`config.mk`:
```
export PLATFORM = sky130hd
export DESIGN_NAME = smm_mem_ctl
export DESIGN_NICKNAME = d
export VERILOG_FILES = /design/src/rtl/smm_mem_pkg.sv /design/src/rtl/smm_mem_regs.sv /design/src/rtl/smm_mem_tseg.sv /design/src/rtl/smm_mem_route.sv /design/src/rtl/smm_mem_ctl.sv
export SDC_FILE = /design/constraint.sdc
export NUM_CORES = 1
export LEC_CHECK = 0
export ABC_AREA = 1
export ABC_CLOCK_PERIOD_IN_PS = 2800
export BUFFER_PORTS_ARGS = -buffer_cell sky130_fd_sc_hd__buf_2
export CORE_MARGIN = 2
export CORE_UTILIZATION = 33
export DETAILED_ROUTE_END_ITERATION = 10
export GPL_TIMING_DRIVEN = 1
export PLACE_DENSITY = 0.81
export SETUP_SLACK_MARGIN = 0.05
export SYNTH_ARGS = -nofsm -noshare
export SYNTH_HDL_FRONTEND = slang
export SYNTH_SLANG_ARGS = --single-unit
```
`constraint.sdc`:
```
create_clock -name clk -period 2.8 [get_ports clk]
set_input_delay 0.42 -clock clk [delete_from_list [all_inputs] [get_ports clk]]
set_output_delay 0.42 -clock clk [all_outputs]
set_load 0.005 [all_outputs]
```
`src/rtl/smm_mem_pkg.sv`:
```
package smm_mem_pkg;

   typedef enum logic [1:0] {
      RT_PASS = 2'b00,
      RT_DEV  = 2'b01,
      RT_RAM  = 2'b10,
      RT_HOLE = 2'b11
   } route_e;

   localparam int MB_OPEN  = 6;
   localparam int MB_CLOSE = 5;
   localparam int MB_LOCK  = 4;
   localparam int MB_GEN   = 3;

   localparam int XB_HEN   = 7;
   localparam int XB_SZ_LO = 1;
   localparam int XB_TEN   = 0;

   localparam logic [7:0] MAIN_FIXED    = 8'h02;
   localparam logic [7:0] MAIN_FIX_MASK = 8'h07;
   localparam logic [7:0] MAIN_WM_OPEN  = 8'h78;
   localparam logic [7:0] MAIN_WM_LOCK  = 8'h08;
   localparam logic [7:0] EXT_RESET     = 8'h00;
   localparam logic [7:0] EXT_WM_OPEN   = 8'h87;
   localparam logic [7:0] EXT_WM_LOCK   = 8'h00;

endpackage

```
`src/rtl/smm_mem_regs.sv`:
```
module smm_mem_regs
   import smm_mem_pkg::*;
(
   input  logic       clk,
   input  logic       rst_n,
   input  logic       wr,
   input  logic [1:0] be,
   input  logic [15:0] wdata,
   output logic [7:0] main_q,
   output logic [7:0] ext_q
);

   logic [7:0] main_wm, ext_wm;
   logic [7:0] main_n, ext_n;
   logic       locked;

   assign locked = main_q[MB_LOCK];

   always_comb begin
      main_wm = locked ? MAIN_WM_LOCK : MAIN_WM_OPEN;
      ext_wm  = locked ? EXT_WM_LOCK  : EXT_WM_OPEN;
      main_n  = main_q;
      ext_n   = ext_q;
      if (wr && be[0]) begin
         main_n = (main_q & ~main_wm) | (wdata[7:0] & main_wm);
      end
      if (wr && be[1]) begin
         ext_n = (ext_q & ~ext_wm) | (wdata[15:8] & ext_wm);
      end
      main_n = (main_n & ~MAIN_FIX_MASK) | MAIN_FIXED;
      if (main_n[MB_LOCK] || locked) begin
         main_n[MB_LOCK] = 1'b1;
         main_n[MB_OPEN] = 1'b0;
      end
   end

   always_ff @(posedge clk) begin
      if (!rst_n) begin
         main_q <= MAIN_FIXED;
         ext_q  <= EXT_RESET;
      end else begin
         main_q <= main_n;
         ext_q  <= ext_n;
      end
   end

   AST_LOCK_STICKY: assert property (@(posedge clk) disable iff (!rst_n)
      main_q[MB_LOCK] |=> main_q[MB_LOCK]);
   AST_EXT_FROZEN: assert property (@(posedge clk) disable iff (!rst_n)
      main_q[MB_LOCK] |=> $stable(ext_q));
   AST_OPEN_CLOSED: assert property (@(posedge clk) disable iff (!rst_n)
      main_q[MB_LOCK] |-> !main_q[MB_OPEN]);

endmodule

```
`src/rtl/smm_mem_tseg.sv`:
```
module smm_mem_tseg #(
   parameter int unsigned ADDR_W = 32,
   parameter logic [ADDR_W-1:0] TOLM = 32'h8000_0000,
   parameter bit MASK_CMP = 1'b1
) (
   input  logic              en,
   input  logic [1:0]        sz,
   input  logic [ADDR_W-1:0] addr,
   output logic [ADDR_W-1:0] size,
   output logic [ADDR_W-1:0] base,
   output logic              hit
);

   localparam logic [ADDR_W-1:0] ONE_MIB = ADDR_W'(1) << 20;

   initial begin
      assert (ADDR_W >= 32) else $error("address width below 32");
      assert (TOLM >= (ONE_MIB << 3)) else $error("top of low memory below 8 MiB");
      assert (!MASK_CMP || (TOLM % (ONE_MIB << 3)) == 0)
         else $error("mask compare needs 8 MiB aligned top of low memory");
   end

   always_comb begin
      size = '0;
      if (en) begin
         case (sz)
            2'b00:   size = ONE_MIB;
            2'b01:   size = ONE_MIB << 1;
            2'b10:   size = ONE_MIB << 3;
            default: size = '0;
         endcase
      end
   end

   assign base = TOLM - size;

   generate
      if (MASK_CMP) begin : g_mask
         assign hit = (size != '0) && ((addr & ~(size - ADDR_W'(1))) == base);
      end else begin : g_cmp
         assign hit = (size != '0) && (addr >= base) && (addr < TOLM);
      end
   endgenerate

endmodule

```
`src/rtl/smm_mem_route.sv`:
```
module smm_mem_route
   import smm_mem_pkg::*;
#(
   parameter int unsigned ADDR_W = 32,
   parameter logic [ADDR_W-1:0] LOW_BASE  = 32'h000A_0000,
   parameter logic [ADDR_W-1:0] HIGH_BASE = 32'hFEDA_0000,
   parameter logic [ADDR_W-1:0] WIN_SIZE  = 32'h0002_0000
) (
   input  logic [ADDR_W-1:0] addr,
   input  logic              smm,
   input  logic              open,
   input  logic              hen,
   input  logic              gen,
   input  logic              tseg_hit,
   output logic [1:0]        route,
   output logic              in_low,
   output logic              low_dev,
   output logic              high_vis,
   output logic              smm_low,
   output logic              smm_high
);

   localparam int NWIN = 2;
   localparam logic [ADDR_W-1:0] WBASE [NWIN] = '{LOW_BASE, HIGH_BASE};

   logic [NWIN-1:0] win_hit;

   initial begin
      assert (HIGH_BASE > LOW_BASE + WIN_SIZE) else $error("windows overlap");
      assert (HIGH_BASE + WIN_SIZE > HIGH_BASE) else $error("high window wraps");
   end

   generate
      for (genvar w = 0; w < NWIN; w++) begin : g_win
         assign win_hit[w] = (addr >= WBASE[w]) && (addr < WBASE[w] + WIN_SIZE);
      end
   endgenerate

   assign in_low   = win_hit[0];
   assign low_dev  = !(open && !hen);
   assign high_vis = open && hen;
   assign smm_low  = gen && !hen;
   assign smm_high = gen && hen;

   route_e r;
   always_comb begin
      r = RT_PASS;
      if (win_hit[0]) begin
         if (smm && smm_low)   r = RT_RAM;
         else if (low_dev)     r = RT_DEV;
         else                  r = RT_RAM;
      end else if (win_hit[1]) begin
         if (smm && smm_high)  r = RT_RAM;
         else if (high_vis)    r = RT_RAM;
         else                  r = RT_PASS;
      end else if (tseg_hit) begin
         r = smm ? RT_RAM : RT_HOLE;
      end
   end
   assign route = r;

endmodule

```
`src/rtl/smm_mem_ctl.sv`:
```
module smm_mem_ctl
   import smm_mem_pkg::*;
#(
   parameter int unsigned ADDR_W = 32,
   parameter logic [ADDR_W-1:0] TOLM      = 32'h8000_0000,
   parameter logic [ADDR_W-1:0] LOW_BASE  = 32'h000A_0000,
   parameter logic [ADDR_W-1:0] HIGH_BASE = 32'hFEDA_0000,
   parameter logic [ADDR_W-1:0] WIN_SIZE  = 32'h0002_0000,
   parameter bit TSEG_MASK_CMP = 1'b1
) (
   input  logic              clk,
   input  logic              rst_n,
   input  logic              cfg_wr,
   input  logic [1:0]        cfg_be,
   input  logic [15:0]       cfg_wdata,
   output logic [15:0]       cfg_rdata,
   input  logic [ADDR_W-1:0] acc_addr,
   input  logic              acc_smm,
   output logic [1:0]        acc_route,
   output logic              norm_low_dev,
   output logic              norm_high_vis,
   output logic              smm_low_ram,
   output logic              smm_high_ram,
   output logic              tseg_active,
   output logic [ADDR_W-1:0] tseg_base
);

   logic [7:0]        main_q, ext_q;
   logic [ADDR_W-1:0] tseg_size;
   logic              tseg_hit, in_low;

   initial begin
      assert (TOLM <= HIGH_BASE) else $error("top of low memory above high alias");
      assert (TOLM >= LOW_BASE + WIN_SIZE + (ADDR_W'(1) << 23))
         else $error("top segment could overlap the low window");
   end

   smm_mem_regs u_regs (
      .clk    (clk),
      .rst_n  (rst_n),
      .wr     (cfg_wr),
      .be     (cfg_be),
      .wdata  (cfg_wdata),
      .main_q (main_q),
      .ext_q  (ext_q)
   );

   smm_mem_tseg #(
      .ADDR_W   (ADDR_W),
      .TOLM     (TOLM),
      .MASK_CMP (TSEG_MASK_CMP)
   ) u_tseg (
      .en   (ext_q[XB_TEN]),
      .sz   (ext_q[XB_SZ_LO+1:XB_SZ_LO]),
      .addr (acc_addr),
      .size (tseg_size),
      .base (tseg_base),
      .hit  (tseg_hit)
   );

   smm_mem_route #(
      .ADDR_W    (ADDR_W),
      .LOW_BASE  (LOW_BASE),
      .HIGH_BASE (HIGH_BASE),
      .WIN_SIZE  (WIN_SIZE)
   ) u_route (
      .addr     (acc_addr),
      .smm      (acc_smm),
      .open     (main_q[MB_OPEN]),
      .hen      (ext_q[XB_HEN]),
      .gen      (main_q[MB_GEN]),
      .tseg_hit (tseg_hit),
      .route    (acc_route),
      .in_low   (in_low),
      .low_dev  (norm_low_dev),
      .high_vis (norm_high_vis),
      .smm_low  (smm_low_ram),
      .smm_high (smm_high_ram)
   );

   assign cfg_rdata   = {ext_q, main_q};
   assign tseg_active = (tseg_size != '0);

   AST_HOLE_NORMAL_ONLY: assert property (@(posedge clk) disable iff (!rst_n)
      (acc_route == RT_HOLE) |-> !acc_smm);
   AST_LOW_NEVER_PASS: assert property (@(posedge clk) disable iff (!rst_n)
      in_low |-> (acc_route != RT_PASS));
   AST_SIZE_ONEHOT: assert property (@(posedge clk) disable iff (!rst_n)
      $onehot0(tseg_size));
   AST_HOLE_IN_SEG: assert property (@(posedge clk) disable iff (!rst_n)
      (acc_route == RT_HOLE) |-> (acc_addr >= tseg_base && acc_addr < TOLM));
   AST_LOCK_HIDES_HIGH: assert property (@(posedge clk) disable iff (!rst_n)
      main_q[MB_LOCK] |-> !norm_high_vis);

endmodule

```
==> impl_metrics.py, run 1 <==
metrics = {
    "status": {
        "status": "finished, final reports clean",
    },
    "timing": {
        "timing.fmax_ghz": 0.401,
        "fin_ws_ns": 0.308,
        "report.final.slew_viol_count": 0,
        "period_share": 0.890,
        "tns_ns": 0,
        "finClkSkew_ns": 0.000929,
        "finalSetupViolCount": 0,
        "period_minus_slack_ns": 2.49,
        "grt_setup_unrepaired": "false",
        "hold_violations": 0,
    },
    "clock_tree": {
        "cts_hold_buf": 0,
        "clockBufferDepth": 2,
        "path_clk_slew_ns": 0.05,
        "cts_made_buffers": 3,
        "clock_sinks": 8,
        "insertion_delay_ns": 0.24,
        "root_buffer": "clkbuf_4",
        "cts_tree": "yes",
        "htree_levels": 1,
    },
    "worst_setup_path": {
        "path_max_fanout": 7,
        "max_stage_delay_ns": 0.34,
        "slowest_stage": "dfxtp_2",
        "reg2reg_setup_slack_ns": 1.74,
        "path_class": "reg -> out",
        "r2r-start": "u_regs.main_q[4]",
        "crit_arrival_ns": 2.07,
        "ff2ff_path_depth": 4,
        "crit_path_end_kind": "output pin",
        "start_kind": "flop",
        "critical_path_required_ns": 2.38,
        "crit_chain": "inv_2 > nand2_1 > nor2_2 > inv_1 > ha_2 > ha_1 > inv_2 > nand2_1 > nor2_1 > nand3_1 > nor2_2 > nand4_1 > a21oi_1 > buf_2",
    },
    "global_routing": {
        "gr-total-overflow": 0,
        "grt_pass1_wl_mm": 2.99,
        "grt_pass1_vias": 727,
        "antenna_found_initial": 0,
        "track_usage": 0.117,
        "grt_max_degree": 9,
    },
    "detailed_routing": {
        "drtIter0Drc": 19,
        "routed-via-count": 931,
        "drc": 0,
        "postRouteAntennaNets": 0,
        "wire_per_inst_um": 9.03,
        "via_per_inst": 4.14,
        "dr.pass1.iters": 5,
        "drt_wl_total_mm": 2.03,
    },
    "layout": {
        "antenna_cells": 0,
        "utilization": 0.428,
        "drive_above_1_share": 0.374,
        "area_delta_synth_final_pct": 20.2,
        "fin_nets": 253,
    },
    "power_and_ir_drop": {
        "seqPwrFrac": 0.398,
        "peakVddDrop_mv": 0.212,
        "finalPower_w": 0.000331,
        "p_comb_frac": 0.351,
        "power_density_nw_per_um2": 304,
        "p_leak_nw": 0.652,
        "switching_share": 0.327,
        "p_switching_w": 0.000108,
        "clock_power_share": 0.251,
        "intPower_w": 0.000223,
    },
    "die": {
        "die_height_um": 56.4,
        "core-area_um2": 2540,
        "die_area_um2": 3180,
        "placementRows": 18,
        "initial_core_util": 0.356,
        "die_x_um": 56.4,
        "ios": 109,
    },
    "synth": {
        "yosys.area_share.simple": 0.293,
        "ys_seq_area_frac": 0.177,
        "syn_avg_cell_area_um2": 6.20,
        "synthTopCellsByArea": "buf_4 (31%), dfxtp_1 (18%), nor2_1 (8.7%), inv_1 (8.3%), nand2_1 (8.3%)",
        "synth-seq-cells": 8,
        "yosys_warnings": 0,
        "synthCells": 146,
        "yosys.area.top_type": "buf_4",
        "synth_top_area_share": 0.315,
        "synth_compound_area_frac": 0.0925,
        "synth_top_family_by_area": "buffers and inverters",
        "synthesis.area_um2": 906,
        "yosys.area_share.adder": 0.0276,
        "synth.mux.area_fraction": 0,
        "synthXorXnorAreaFrac": 0,
        "yosys.cell_types.count": 19,
    },
    "placement": {
        "io_buffers": 55,
        "place_hpwl_mm": 1.77,
        "pre_cts_slack_ns": 0.318,
        "gp_congestion": 0.845,
    },
    "hold_path": {
        "holdPathStages": 3,
        "min_from": "cfg_wdata[5]",
        "hold_class": "in -> reg",
    },
    "job": {
        "maxCapViolCount": 0,
    },
}
-- stage by stage --
step / instance area (um^2) / std cells / hold WS [ns]
finish: 1090 / 225 / 0.400
global route: 1090 / 225 / 0.412
CTS: 1050 / 222 / 0.395
detailed placement: 1030 / 219 / 0.486
global placement: 1030 / 219 / 0.484
floorplan: 1000 / 172 / 0.457
-- routing by layer --
layer  GRT usage  up-vias  wire [um]
met5           0        -          0
met4      0.0612        0         10
met3      0.0253        2        201
met2       0.197       48       1000
met1       0.137      387        819
li1            -      494          -
-- layout make-up --
cell class              count  area (um^2)
fillers                   306         1460
flip-flops and latches      8          165
repair buffers             58          298
clock buffers               3         22.5
multi-input cells         105          487
well taps                  30         37.5
inverters                  21         78.8
-- what timing repair did --
action	CTS	global route
buffers inserted	0	3
gates resized for setup	1	7
pin swaps	0	0
endpoints found under the setup margin	1	2
-- worst max-delay path: cells and delay by family (launching register included) --
family                   cells  cell delay, ns
AND/OR/NAND/NOR              7            0.60
adder cells (fa/ha/maj)      2            0.40
buffers and inverters        4            0.36
AO/OA/AOI/OAI                1            0.12
flip-flops                   1            0.34
-- power groups by stage --
stage | Combinational, W | Sequential [W] | Clock (W)
2_1_floorplan | 0.0000980 | 0.000132 | 0
3_3_place_gp | 0.000108 | 0.000133 | 0
3_5_place_dp | 0.000110 | 0.000133 | 0
4_1_cts | 0.000111 | 0.000131 | 0.0000881
5_1_grt | 0.000133 | 0.000133 | 0.0000929
6_report | 0.000116 | 0.000132 | 0.0000830
-- cells in the final DEF, fill, tap and decap left out, types with 4 or more instances in the layout --
master,Yosys,routed
nor2_1,21,19
a21oi_1,7,7
dfxtp_1,8,6
buf_2,0,55
nand3_1,6,6
o21ai_0,8,8
conb_1,2,28
inv_1,20,18
nand4_1,4,4
nand2_1,20,20
-- worst max-delay path by stage --
stage / end / slack (ns) / depth (start not counted)
final: acc_route[0] / 0.31 / 14
after detailed placement: acc_route[0] / 0.32 / 14
after CTS: acc_route[0] / 0.05 / 13
after global routing: acc_route[0] / 0.09 / 14
after global placement: acc_route[0] / 0.35 / 14
after floorplan: acc_route[0] / 0.49 / 13
-- kinds of logic after synthesis --
| group | Yosys count |
|---|---|
| simple gates | 59 |
| compound gates | 16 |
| fa+ha+maj | 2 |
| flops | 8 |
| buf+inv | 59 |
| other cells | 2 |
-- cells in the mapped netlist --
| master | n |
|---|---|
| nand3_1 | 6 |
| or2_1 | 1 |
| or2_2 | 1 |
| conb_1 | 2 |
| a21oi_1 | 7 |
| ha_1 | 2 |
| inv_1 | 20 |
| o21ai_0 | 8 |
| nand3b_1 | 1 |
| a21oi_2 | 1 |
| nor3_1 | 2 |
| buf_4 | 38 |
| nand2_1 | 20 |
| nor4_1 | 1 |
| nand4_1 | 4 |
| dfxtp_1 | 8 |
| inv_2 | 1 |
| nand3_2 | 2 |
| nor2_1 | 21 |
Power figures use the tool's default switching activity.
==> run 2, diff against run 1 <==
--- a/config.mk
+++ b/config.mk
@@ -6,12 +6,13 @@
 export NUM_CORES = 1
 export LEC_CHECK = 0
 export ABC_AREA = 1
-export ABC_CLOCK_PERIOD_IN_PS = 2800
+export ABC_CLOCK_PERIOD_IN_PS = 2300
 export BUFFER_PORTS_ARGS = -buffer_cell sky130_fd_sc_hd__buf_2
 export CORE_MARGIN = 2
 export CORE_UTILIZATION = 33
 export DETAILED_ROUTE_END_ITERATION = 10
 export GPL_TIMING_DRIVEN = 1
+export MAX_ROUTING_LAYER = met4
 export PLACE_DENSITY = 0.81
 export SETUP_SLACK_MARGIN = 0.05
 export SYNTH_ARGS = -nofsm -noshare
==> constraint.sdc (replaced) <==
create_clock -name clk -period 2.3 [get_ports clk]
set_input_delay 0.345 -clock clk [delete_from_list [all_inputs] [get_ports clk]]
set_output_delay 0.345 -clock clk [all_outputs]
set_load 0.005 [all_outputs]
==> impl_metrics.py, run 2 (same netlist as run 1, synthesis figures left out) <==
metrics = {
    "clock_tree": {
        "cts_made_buffers": 3,
        "insertion_delay_ns": 0.25,
        "clock_sinks": 8,
        "path_clk_slew_ns": 0.05,
        "cts_tree": "yes",
        "root_buffer": "clkbuf_4",
        "htree_levels": 1,
        "clockBufferDepth": 2,
    },
    "timing": {
        "timing.fmax_ghz": 0.450,
        "period_share": 0.966,
        "finalSetupViolCount": 0,
        "hold_violations": 0,
        "holdWs_ns": 0.319,
        "finClkSkew_ns": 0.000687,
        "fin_ws_ns": 0.0784,
        "period_minus_slack_ns": 2.22,
        "report.final.slew_viol_count": 0,
        "grt_setup_unrepaired": "true",
    },
    "power_and_ir_drop": {
        "power_density_nw_per_um2": 365,
        "finalPower_w": 0.000437,
        "p_leak_nw": 0.690,
        "peakVddDrop_mv": 0.225,
    },
    "global_routing": {
        "grt_max_degree": 9,
        "met2_usage": 0.202,
        "grt_pass1_vias": 726,
        "grt-busiest-layer": "met2",
        "track_usage": 0.122,
        "grt_pass1_wl_mm": 3.04,
        "antenna_found_initial": 0,
        "met1_usage": 0.141,
        "gr-total-overflow": 0,
        "met3_usage": 0.0207,
    },
    "detailed_routing": {
        "routed-via-count": 961,
        "drc": 0,
        "drtIter0Drc": 24,
        "via_per_inst": 4.16,
        "drt_wl_total_mm": 2.11,
        "postRouteAntennaNets": 0,
        "wire_per_inst_um": 9.14,
        "dr.pass1.iters": 4,
    },
    "die": {
        "die_area_um2": 3180,
        "die_x_um": 56.4,
        "initial_core_util": 0.356,
        "ios": 109,
        "core-area_um2": 2540,
        "die_height_um": 56.4,
        "placementRows": 18,
    },
    "layout": {
        "final_cell_mix": "buf_2 (55), conb_1 (28), nor2_1 (19), nand2_1 (17), inv_1 (15)",
        "antenna_cells": 0,
        "multi_input_area_um2": 539,
        "layoutNonFillerInstCount": 231,
        "regArea_um2": 163,
        "fin_nets": 259,
        "n_fill_cell": 303,
        "area_delta_synth_final_pct": 32.2,
        "mostFrequentLayoutCell": "buf_2",
        "drive_above_1_share": 0.438,
    },
    "worst_setup_path": {
        "r2r-start": "u_regs.main_q[4]",
        "ff2ff_path_depth": 4,
        "path_max_fanout": 2,
        "start_kind": "flop",
        "crit_arrival_ns": 1.88,
        "crit_path_end_kind": "output pin",
        "path_class": "reg -> out",
        "critical_path_required_ns": 1.96,
    },
    "placement": {
        "place_hpwl_mm": 1.79,
        "pre_cts_slack_ns": 0.142,
        "io_buffers": 55,
        "gp_congestion": 0.860,
        "dp_cells": 225,
    },
    "job": {
        "maxCapViolCount": 0,
    },
    "hold_path": {
        "min_from": "cfg_wdata[5]",
        "holdPathStages": 3,
        "hold_class": "in -> reg",
    },
    "status": {
        "status": "finished, final reports clean",
    },
}
==> run 2: cell types whose count changed in the layout (fill, tap and decap cells not counted), sizes merged <==
cell,change
buf,+6
==> run 2: final cells by class <==
class | instances | area share
multi-input cells | 105 | 0.450
repair buffers | 64 | 0.296
flip-flops and latches | 8 | 0.136
inverters | 21 | 0.0679
well taps | 30 | 0.0313
clock buffers | 3 | 0.0188
==> run 2: timing repair <==
item / CTS / global route
hold buffers: 0 / 0
endpoints found under the setup margin: 2 / 2
resized for setup: 19 / 5
buffers inserted: 2 / 1
pin swaps: 9 / 10
hold endpoints to repair: 0 / 0
==> run 2: worst max-delay path: stages, from the launching register on <==
cell	delay, ns
dfxtp_2	0.32
inv_2	0.05
nand2_2	0.06
nor2_4	0.09
inv_2	0.05
ha_4	0.17
ha_4	0.16
inv_4	0.05
nand2_2	0.03
nor2_1	0.09
nand3_1	0.08
nor2_2	0.12
nand4_1	0.11
a21oi_1	0.12
buf_2	0.13
==> run 2: report_power, final <==
part           switching, W  internal [W]  total (W)
combinational     0.0000920     0.0000827   0.000175
sequential       0.00000823      0.000149   0.000157
clock             0.0000459     0.0000596   0.000105
total              0.000146      0.000291   0.000437
==> run 2: worst paths after layout <==
kind / slack (ns) / endpoint
setup / recovery: 0.08 / acc_route[0]
hold / removal: 0.32 / flop
setup reg to reg: 1.26 / flop
hold reg to reg: 0.50 / u_regs.main_q[3]
==> run 2: metal layers <==
metal	vias to the layer above	wire [um]	part of all wire
met3	5	205	0.097
met5	-	0	0
met1	398	857	0.41
met2	51	1010	0.48
met4	0	40	0.019
li1	507	-	-
==> run 2: metrics by stage <==
stage                     area [um^2]  utilization  setup TNS (ns)
after floorplan                  1000            -               0
after global placement           1080        0.423               0
after detailed placement         1080        0.423               0
after CTS                        1170        0.461               0
after global routing             1200        0.471         -0.0831
final                            1200        0.471               0
==> run 3, diff against run 2 <==
==> constraint.sdc (replaced) <==
create_clock -name clk -period 2.3 [get_ports clk]
set_input_delay 0.46 -clock clk [delete_from_list [all_inputs] [get_ports clk]]
set_output_delay 0.46 -clock clk [all_outputs]
set_load 0.005 [all_outputs]
==> impl_metrics.py, run 3 (same netlist as run 1, synthesis figures left out) <==
metrics = {
    "placement": {
        "place_area_um2": 1080,
        "gp_congestion": 0.886,
        "pre_cts_slack_ns": 0.109,
        "io_buffers": 55,
        "place_hpwl_mm": 1.74,
    },
    "worst_setup_path": {
        "critical_path_required_ns": 1.84,
        "max_stage_delay_ns": 0.42,
        "path_max_fanout": 4,
        "path_class": "reg -> out",
        "crit_chain": "buf_4 > nand3_2 > ha_4 > inv_2 > nand2_2 > nor2_1 > nand3_1 > nor2_2 > nand4_1 > a21oi_2 > buf_2",
        "crit_path_end_kind": "output pin",
        "crit_arrival_ns": 1.87,
        "reg2reg_setup_slack_ns": 1.26,
        "slowest_stage": "dfxtp_1",
        "start_kind": "flop",
        "r2r-start": "u_regs.main_q[4]",
    },
    "power_and_ir_drop": {
        "p_leak_nw": 0.677,
        "switching_share": 0.331,
        "p_comb_frac": 0.384,
        "seqPwrFrac": 0.370,
        "p_switching_w": 0.000141,
        "intPower_w": 0.000284,
        "power_density_nw_per_um2": 364,
        "clock_power_share": 0.245,
        "peakVddDrop_mv": 0.258,
    },
    "timing": {
        "period_share": 1.01,
        "grt_setup_unrepaired": "true",
        "holdWs_ns": 0.467,
        "finalSetupViolCount": 1,
        "finClkSkew_ns": 0.000683,
        "period_minus_slack_ns": 2.33,
        "fin_ws_ns": -0.0301,
        "report.final.slew_viol_count": 0,
        "hold_violations": 0,
        "tns_ns": -0.0301,
        "timing.fmax_ghz": 0.429,
    },
    "layout": {
        "design_area_um2": 1170,
        "mostFrequentLayoutCell": "buf_2",
        "antenna_cells": 0,
        "final_cell_mix": "buf_2 (55), conb_1 (28), nor2_1 (19), nand2_1 (17), inv_1 (15)",
        "area_delta_synth_final_pct": 28.9,
        "fin_nets": 257,
        "drive_above_1_share": 0.437,
    },
    "hold_path": {
        "min_from": "cfg_wdata[5]",
        "hold_class": "in -> reg",
    },
    "detailed_routing": {
        "routed-via-count": 954,
        "drc": 0,
        "wl_met1_um": 846,
        "routed.top_layer": "met4",
        "postRouteAntennaNets": 0,
        "wire_per_inst_um": 8.93,
        "drtIter0Drc": 32,
        "via_per_inst": 4.17,
        "wl_met3_um": 184,
        "dr.pass1.iters": 4,
        "wl_met2_mm": 1.00,
        "drt_wl_total_mm": 2.04,
    },
    "die": {
        "die_height_um": 56.4,
        "placementRows": 18,
        "die_x_um": 56.4,
        "core-area_um2": 2540,
        "ios": 109,
        "initial_core_util": 0.356,
        "die_area_um2": 3180,
    },
    "global_routing": {
        "track_usage": 0.124,
        "gr-total-overflow": 0,
        "grt_max_degree": 9,
        "antenna_found_initial": 0,
        "grt_pass1_wl_mm": 3.18,
        "grt_pass1_vias": 800,
    },
    "clock_tree": {
        "insertion_delay_ns": 0.25,
        "cts_made_buffers": 3,
        "root_buffer": "clkbuf_4",
        "path_clk_slew_ns": 0.05,
        "cts_tree": "yes",
        "clock_sinks": 8,
        "clockBufferDepth": 2,
        "htree_levels": 1,
    },
    "job": {
        "maxCapViolCount": 0,
    },
    "status": {
        "violations": "setup timing",
        "status": "finished with violations",
    },
}
==> run 3: stage by stage <==
stage	total power (W)	utilization	cells
2_1_floorplan	0.000282	-	172
3_3_place_gp	0.000306	0.425	225
3_5_place_dp	0.000309	0.425	225
4_1_cts	0.000423	0.447	229
5_1_grt	0.000455	0.459	229
6_report	0.000425	0.459	229
==> run 3: path summary, 6_finish.rpt <==
| check | endpoint | cells past startpoint |
|---|---|---|
| setup / recovery | acc_route[0] | 11 |
| hold / removal | flop | 3 |
| setup reg to reg | flop | 4 |
| hold reg to reg | u_regs.main_q[3] | 2 |
==> run 3: timing repair <==
item                                    4_1_cts  5_1_grt
pin swaps                                     7        8
buffers inserted                              1        0
endpoints found under the setup margin        2        2
hold buffers                                  0        0
gates resized for setup                      10        8
==> run 3: critical path, delay by kind of cell, from the launching register on <==
family	cells	cell delay, ns
buf+inv	3	0.35
compound gates	1	0.12
flops	1	0.42
simple gates	6	0.56
fa+ha+maj	1	0.18
==> run 3: cell type report <==
cell class | count | area [um^2]
clock buffers | 3 | 22.5
repair buffers | 62 | 328
well taps | 30 | 37.5
multi-input cells | 105 | 536
fillers | 300 | 1380
inverters | 21 | 78.8
flip-flops and latches | 8 | 165
==> run 3: power groups by stage <==
stage               sequential, W  clock [W]  combinational [W]
floorplan                0.000161          0           0.000121
global placement         0.000159          0           0.000147
detailed placement       0.000159          0           0.000149
CTS                      0.000157   0.000107           0.000159
global route             0.000159   0.000111           0.000185
finish                   0.000157   0.000104           0.000163
==> run 3: routing by layer <==
layer | GRT usage | up-vias
met3 | 0.0207 | 2
met5 | - | -
met1 | 0.150 | 405
li1 | - | 500
met4 | 0.0408 | 0
met2 | 0.208 | 47
